File: src/rtl/eag_pkg.sv
package eag_pkg;

  typedef enum logic [2:0] {
    EA_ABS   = 3'd0,
    EA_IDX   = 3'd1,
    EA_IND   = 3'd2,
    EA_POST  = 3'd3,
    EA_PRE   = 3'd4,
    EA_RIND  = 3'd5,
    EA_RBASE = 3'd6,
    EA_ALT   = 3'd7
  } ea_mode_e;

  typedef enum logic {
    ST_IDLE = 1'b0,
    ST_WAIT = 1'b1
  } ea_state_e;

endpackage

File: src/rtl/eag_operand.sv
module eag_operand
  import eag_pkg::*;
#(
  parameter int AW = 16
) (
  input  ea_mode_e        mode,
  input  logic [AW-1:0]   x,
  input  logic [AW-1:0]   ri,
  input  logic [AW-1:0]   rb,
  output logic [AW-1:0]   direct_ea,
  output logic [AW-1:0]   ptr,
  output logic            needs_mem,
  output logic            post_add
);

  function automatic logic [AW-1:0] wrap_add(input logic [AW-1:0] a, input logic [AW-1:0] b);
    return a + b;
  endfunction

  always_comb begin
    direct_ea = x;
    ptr       = x;
    needs_mem = 1'b0;
    post_add  = 1'b0;
    unique case (mode)
      EA_IDX:   direct_ea = wrap_add(x, ri);
      EA_RIND:  direct_ea = ri;
      EA_RBASE: direct_ea = wrap_add(ri, rb);
      EA_IND:   needs_mem = 1'b1;
      EA_POST: begin
        needs_mem = 1'b1;
        post_add  = 1'b1;
      end
      EA_PRE: begin
        needs_mem = 1'b1;
        ptr       = wrap_add(x, ri);
      end
      default:  direct_ea = x;
    endcase
  end

endmodule

File: src/rtl/eag_resolve.sv
module eag_resolve #(
  parameter int AW = 16
) (
  input  logic            post_q,
  input  logic [AW-1:0]   ri_q,
  input  logic [AW-1:0]   word,
  output logic [AW-1:0]   final_ea
);

  function automatic logic [AW-1:0] apply_post(input logic en, input logic [AW-1:0] w,
                                               input logic [AW-1:0] r);
    return en ? w + r : w;
  endfunction

  assign final_ea = apply_post(post_q, word, ri_q);

endmodule

File: src/rtl/eag_seq.sv
module eag_seq
  import eag_pkg::*;
(
  input  logic clk,
  input  logic rst_n,
  input  logic start,
  input  logic needs_mem,
  input  logic mem_rvalid,
  output logic accept_direct,
  output logic accept_indirect,
  output logic mem_fire,
  output logic waiting
);

  ea_state_e state_q;
  logic      idle;

  assign idle            = (state_q == ST_IDLE);
  assign waiting         = (state_q == ST_WAIT);
  assign accept_direct   = idle && start && !needs_mem;
  assign accept_indirect = idle && start && needs_mem;
  assign mem_fire        = waiting && mem_rvalid;

  always_ff @(posedge clk) begin
    if (!rst_n) begin
      state_q <= ST_IDLE;
    end else if (accept_indirect) begin
      state_q <= ST_WAIT;
    end else if (mem_fire) begin
      state_q <= ST_IDLE;
    end
  end

endmodule

File: src/rtl/eag_unit.sv
module eag_unit
  import eag_pkg::*;
#(
  parameter int AW = 16,
  parameter int RW = 3
) (
  input  logic          clk,
  input  logic          rst_n,
  input  logic          start,
  input  logic [2:0]    mode,
  input  logic [AW-1:0] addr_x,
  input  logic [RW-1:0] idx_sel,
  input  logic [RW-1:0] base_sel,
  output logic [RW-1:0] rf_raddr_a,
  input  logic [AW-1:0] rf_rdata_a,
  output logic [RW-1:0] rf_raddr_b,
  input  logic [AW-1:0] rf_rdata_b,
  output logic          mem_req,
  output logic [AW-1:0] mem_addr,
  input  logic          mem_rvalid,
  input  logic [AW-1:0] mem_rdata,
  output logic [AW-1:0] ea,
  output logic          done
);

  logic [AW-1:0] direct_ea, ptr, final_ea;
  logic          needs_mem, post_add;
  logic          accept_direct, accept_indirect, mem_fire, waiting;
  logic [AW-1:0] ptr_q, ri_q;
  logic          post_q;

  assign rf_raddr_a = idx_sel;
  assign rf_raddr_b = base_sel;

  eag_operand #(.AW(AW)) i_operand (
    .mode      (ea_mode_e'(mode)),
    .x         (addr_x),
    .ri        (rf_rdata_a),
    .rb        (rf_rdata_b),
    .direct_ea (direct_ea),
    .ptr       (ptr),
    .needs_mem (needs_mem),
    .post_add  (post_add)
  );

  eag_seq i_seq (
    .clk             (clk),
    .rst_n           (rst_n),
    .start           (start),
    .needs_mem       (needs_mem),
    .mem_rvalid      (mem_rvalid),
    .accept_direct   (accept_direct),
    .accept_indirect (accept_indirect),
    .mem_fire        (mem_fire),
    .waiting         (waiting)
  );

  eag_resolve #(.AW(AW)) i_resolve (
    .post_q   (post_q),
    .ri_q     (ri_q),
    .word     (mem_rdata),
    .final_ea (final_ea)
  );

  always_ff @(posedge clk) begin
    if (!rst_n) begin
      ptr_q  <= '0;
      ri_q   <= '0;
      post_q <= 1'b0;
    end else if (accept_indirect) begin
      ptr_q  <= ptr;
      ri_q   <= rf_rdata_a;
      post_q <= post_add;
    end
  end

  always_ff @(posedge clk) begin
    if (!rst_n) begin
      ea   <= '0;
      done <= 1'b0;
    end else begin
      done <= accept_direct || mem_fire;
      if (accept_direct) begin
        ea <= direct_ea;
      end else if (mem_fire) begin
        ea <= final_ea;
      end
    end
  end

  assign mem_req  = waiting;
  assign mem_addr = ptr_q;

endmodule

File: config.mk
export PLATFORM = sky130hd
export DESIGN_NAME = eag_unit
export DESIGN_NICKNAME = d
export VERILOG_FILES = /design/src/rtl/eag_pkg.sv /design/src/rtl/eag_operand.sv /design/src/rtl/eag_resolve.sv /design/src/rtl/eag_seq.sv /design/src/rtl/eag_unit.sv
export SDC_FILE = /design/constraint.sdc
export NUM_CORES = 1
export LEC_CHECK = 0
export BUFFER_PORTS_ARGS = -buffer_cell sky130_fd_sc_hd__buf_2
export CAP_MARGIN = 20
export CORE_ASPECT_RATIO = 1.25
export CORE_UTILIZATION = 55
export CTS_CLUSTER_SIZE = 24
export DETAILED_ROUTE_END_ITERATION = 10
export PLACE_DENSITY = 0.82
export SYNTH_ARGS = -nofsm -noshare
export SYNTH_HDL_FRONTEND = slang
export SYNTH_SLANG_ARGS = --single-unit
File: constraint.sdc
create_clock -name clk -period 4.2 [get_ports clk]
set_clock_uncertainty 0.1 [all_clocks]
set_input_delay 0 -clock clk [delete_from_list [all_inputs] [get_ports clk]]
set_output_delay 0 -clock clk [all_outputs]
set_load 0.1 [all_outputs]
Yosys cells after proc, flatten, opt, wreduce, memory -nomap -nowiden
Cells that the tools add are included.

operators by class
  $add $sub $neg = 3
  $mul = 0
  div/mod/pow operators = 0
  order comparisons = 0
  equal/unequal tests = 6
  shifts and indexed selects = 0
  muxes and demuxes = 9
  bitwise gates (word level) = 1
  reductions and logical operators = 9

operators with widths
  cell                                                 count
  2-to-1 mux 16 bit                                    4
  adder 16 bit                                         3
  one-hot mux 16 bit (3 select lines)                  1
  equality test 3 bit, second input constant           3
  equality test 3 x 2 -> 1 bit, second input constant  2
  logical AND 1 bit                                    4
  2-to-1 mux 1 bit                                     4
  nonzero test 2 bit                                   2
  equality test 3 x 1 -> 1 bit, second input constant  1
  OR reduction 3 bit                                   1
  logical NOT 1 bit                                    1
  logical OR 1 bit                                     1
  NOT 1 bit                                            1

storage, ports and cells
  register bits = 51
  latch bits = 0
  bits in writable memories = 0
  bits in read-only memories = 0
  bits of input ports = 77
  output and inout port bits = 40
  word-level logic and storage cells = 34
  memories = 0

Depth between registers and ports, before layout
  depth in word-level cells = 6
  mapped depth = 12
  mapped depth without buffers = 12

Modules after synthesis
A second synthesis with hierarchy kept.

unflattened totals
  cell total of the unflattened synthesis = 642
  area total of the unflattened synthesis = 5310.1 um2

by module, submodules not included
  module       instances  cells each  area an instance (um2)  seq. area each (um2)
  eag_unit     1          185         2159.6                  1001.0
  eag_operand  1          316         2102.0                  0.0
  eag_resolve  1          133         985.9                   0.0
  eag_seq      1          8           62.6                    20.0

Worst setup path before layout
Ideal clock, no wire load.

  path kind = reg2reg
  from = register ri_q[0]
  to = register ea[12]
  library setup time = 0.101 ns
  arrival = 2.329 ns
  path slack = 1.670 ns
  stages on the path, launching flop included = 13
  buffers on the path = 0
  path through = dfxtp_1 ha_1 inv_1 fa_1 nor2b_1 o21a_1 o21a_1 o311a_1 o41ai_2 o21ba_1 xnor2_1 a21oi_1 o41ai_1

on the way
  word-level cells in the longest chain between the ends = 4

RTL lines
  item                    line               text
  start, declared         eag_unit.sv:29     logic [AW-1:0] ptr_q, ri_q;
  start signal, assigned  eag_unit.sv:72     ri_q <= rf_rdata_a;
  adder 16 bit            eag_resolve.sv:12  return en ? w + r : w;
  2-to-1 mux 16 bit       eag_resolve.sv:12
  2-to-1 mux 16 bit       eag_unit.sv:85     end else if (mem_fire) begin
  2-to-1 mux 16 bit       eag_unit.sv:83     if (accept_direct) begin
  end signal, assigned    eag_unit.sv:84     ea <= direct_ea;
  end signal, assigned    eag_unit.sv:86     ea <= final_ea;
  end, declared           eag_unit.sv:22     output logic [AW-1:0] ea,

No other way between the ends. The select of a mux whose other input is x is not followed.
A chain may end at the register's enable or synchronous reset.

Worst setup path after layout
  from = input rf_rdata_a[2]
  to = register ptr_q[15], in the netlist mem_addr[15]

on the way
  word-level cells in the longest chain between the ends = 2

RTL lines
  item                  line               text
  start, declared       eag_unit.sv:15     input logic [AW-1:0] rf_rdata_a,
  adder 16 bit          eag_operand.sv:17  return a + b;
  2-to-1 mux 16 bit     eag_operand.sv:25  unique case (mode)
  end signal, assigned  eag_unit.sv:71     ptr_q <= ptr;
  end, declared         eag_unit.sv:29

No other way between the ends.

==> run metrics <==
worst setup path class primary input to flip-flop; initial antenna violation count 0; WL final 16.2 mm; fmax 0.299 GHz; synth top area cells dfxtp_1 (21%), ha_1 (11%), a21oi_1 (7.4%); type of the worst min-delay path primary input to flip-flop; routed via count roughly 5600; Hold WS 0.0277 ns; kind of end point of the critical path flip-flop; top cell type's share of synthesized area 0.208; Synth async-reset ratio 0; die area 9330 sq um; wire per inst 17.9 um; met3 Use GR 0.0422; io pins 117; crit path time final 3.34 ns; Antenna Nets Post-Route 0; Pre-Repair DR Iteration Count 5; P per Cell Area 276 nW/um^2; prevailing post-synth register cell dfxtp_1; number of synthesized register bits 51; met2 usage 0.597; DR DRC count 0; met1 Track Usage GR 0.458; TritonCTS clock tree yes; CTS Buf Count 5; share of layout cells above drive strength 1 0.171; Pleak between 2 and 3 nW; vias per cell 6.18; Netlist cell types 66; final hold violation count 0; slew margin rel. 0.254; post-route cell area 5940 sq um; Peak VDD IR 123 uV; Final Cycle Share 0.795; Worst-Margin Slew 1.12 ns; CTS Sinks just over 50; largest net degree at the start of global routing 38; grt total ovfl 0; fin. max-slew vios 0; setup TNS 0 ns; Buffers on Ports 104; chip width 86.6 um; crit path max fanout 4; Post-Synthesis Cell Area roughly 5000 sq um; placed cell area 5460 sq um; Clk pin slew, worst setup/hold paths around 0.090 ns; max-cap viol count 0; Worst-Skew Late Latency 0.32 ns; Post-synth EDFFs 0; vias in the first global route roughly 5200; Critical Path AT 3.50 ns; ANT cells 0; status finished clean; final net count 909; setup bufs post-CTS 0; H-tree levels 2; Syn-to-layout area delta 20.8%; sequential area share after synthesis 0.208; post-CTS sizing 0; DP Wirelength 12.5 mm; CP Launch Type primary input; unrepaired setup endpoints after global routing false; number of DRC violations after detailed-routing iteration 0 497; cell taking the most area after synthesis dfxtp_1; synthesized area per cell 7.40 sq um; final setup fails 0; first-pass GRT wire length 25.6 mm; count of mapped cells out of synthesis 665; Syn. warnings 0; GRT Max-Usage Layer met2; CTS max path bufs 2; Core Area 8700 sq um; number of core rows 38; GP Congestion 1.02; Starting Density 0.565; Net Count, Synth 790; Worst EP required 4.36 ns; clock root cell clkbuf_8; all-layer global routing usage 0.351; die height between 100 and 150 um
==> power breakdown <==
part | internal [mW] | switching, mW
Clock | 0.117 | 0.168
Sequential | 0.517 | 0.0239
Combinational | 0.260 | 0.557
Total | 0.894 | 0.749
==> flip-flops by register name (all words and copies together), names as in the netlist <==
name and flops:
post_q 1, mem_addr 16, ri_q 16, i_seq.waiting 1
ea 16, done 1
==> per-stage QoR <==
stage / utilization / setup slack [ns] / instances / power (mW)
final: 0.683 / 0.859 / 905 / 1.64
after global routing: 0.683 / 0.703 / 905 / 1.72
after CTS: 0.683 / 0.905 / 905 / 1.63
after detailed placement: 0.627 / 1.30 / 857 / 1.30
after global placement: 0.627 / 1.30 / 857 / 1.29
after floorplan: - / 1.67 / 665 / 1.15
==> worst paths after layout <==
check / start / to / slack [ns] / cells after the start
hold reg to reg: ri_q[4]$_SDFFE_PN0P_ / ri_q[4]$_SDFFE_PN0P_ / 0.36 / 2
setup / recovery: rf_rdata_a[2] / mem_addr[15]$_SDFFE_PN0P_ / 0.86 / 13
hold / removal: addr_x[8] / mem_addr[8]$_SDFFE_PN0P_ / 0.03 / 5
setup reg to reg: ri_q[1]$_SDFFE_PN0P_ / ea[15]$_SDFFE_PN0P_ / 0.87 / 11
==> per-layer routing <==
layer  vias up  routed length (um)
met2       281                7770
met1      2600                6870
met5         -                   0
met4         0                 319
met3        23                1210
li1       2686                   -
==> synth_stat cells (4+ instances only) <==
cell type / count
ha_1: 45
nand3_1: 9
nand2b_1: 13
a21o_1: 20
a311oi_1: 6
o21a_1: 5
xor2_1: 13
dfxtp_1: 51
o21bai_1: 5
o21ai_1: 12
xnor2_1: 23
a211oi_1: 8
a221oi_1: 4
nor2b_1: 5
a22o_1: 4
o22ai_1: 8
mux2i_1: 13
o211ai_1: 8
nand2_1: 85
nor3_1: 15
o21ai_0: 47
a21oi_1: 73
a31oi_1: 8
nor2_1: 60
buf_4: 6
o221ai_1: 7
clkbuf_1: 26
inv_1: 22
or3_1: 4
==> cell families (layout without fill, tap and decap cells) <==
group / after synthesis / after routing / synth area share
mux: 15 / 15 / 0.0310
fa+ha+maj: 48 / 48 / 0.127
compound gates: 252 / 252 / 0.339
flops: 51 / 51 / 0.208
xor+xnor: 36 / 36 / 0.0641
buf+inv: 59 / 179 / 0.0501
simple gates: 204 / 204 / 0.182
==> placed cells by master (no fill, tap or decap), types with 7 or more instances in the layout <==
cell type and n:
a211oi_1 8, a21o_1 20, a21oi_1 73, a31oi_1 8
buf_2 104, dfxtp_1 51, dlygate4sd3_1 40, ha_1 45
inv_1 22, mux2i_1 13, nand2_1 85, nand2b_1 13
nand3_1 9, nor2_1 59, nor3_1 15, o211ai_1 8
o21ai_0 47, o21ai_1 12, o221ai_1 7, o22ai_1 8
xnor2_1 23, xor2_1 13
==> worst max-delay path: stages <==
cell and delay, ns:
dlygate4sd3_1 0.55, buf_2 0.18, ha_1 0.34, o21ai_1 0.20, o21ai_1 0.14, a211oi_2 0.26
a22oi_1 0.16, a41o_1 0.28, a21oi_2 0.21, xor2_1 0.10, or3_1 0.31, a31oi_1 0.19
dlygate4sd3_1 0.58
==> cell type report <==
class	instances	area, sq um
clock buffers	6	72.6
well taps	120	150
fillers	810	2760
repair buffers	147	943
clock inverters	2	12.5
flip-flops and latches	51	1020
inverters	24	90.1
multi-input cells	555	3650
==> timing repair <==
item / 4_1_cts / 5_1_grt
hold endpoints to repair: 43 / 0
hold buffers: 40 / 0
endpoints found under the setup margin: 0 / 0
(Power assumes the default switching activity.)
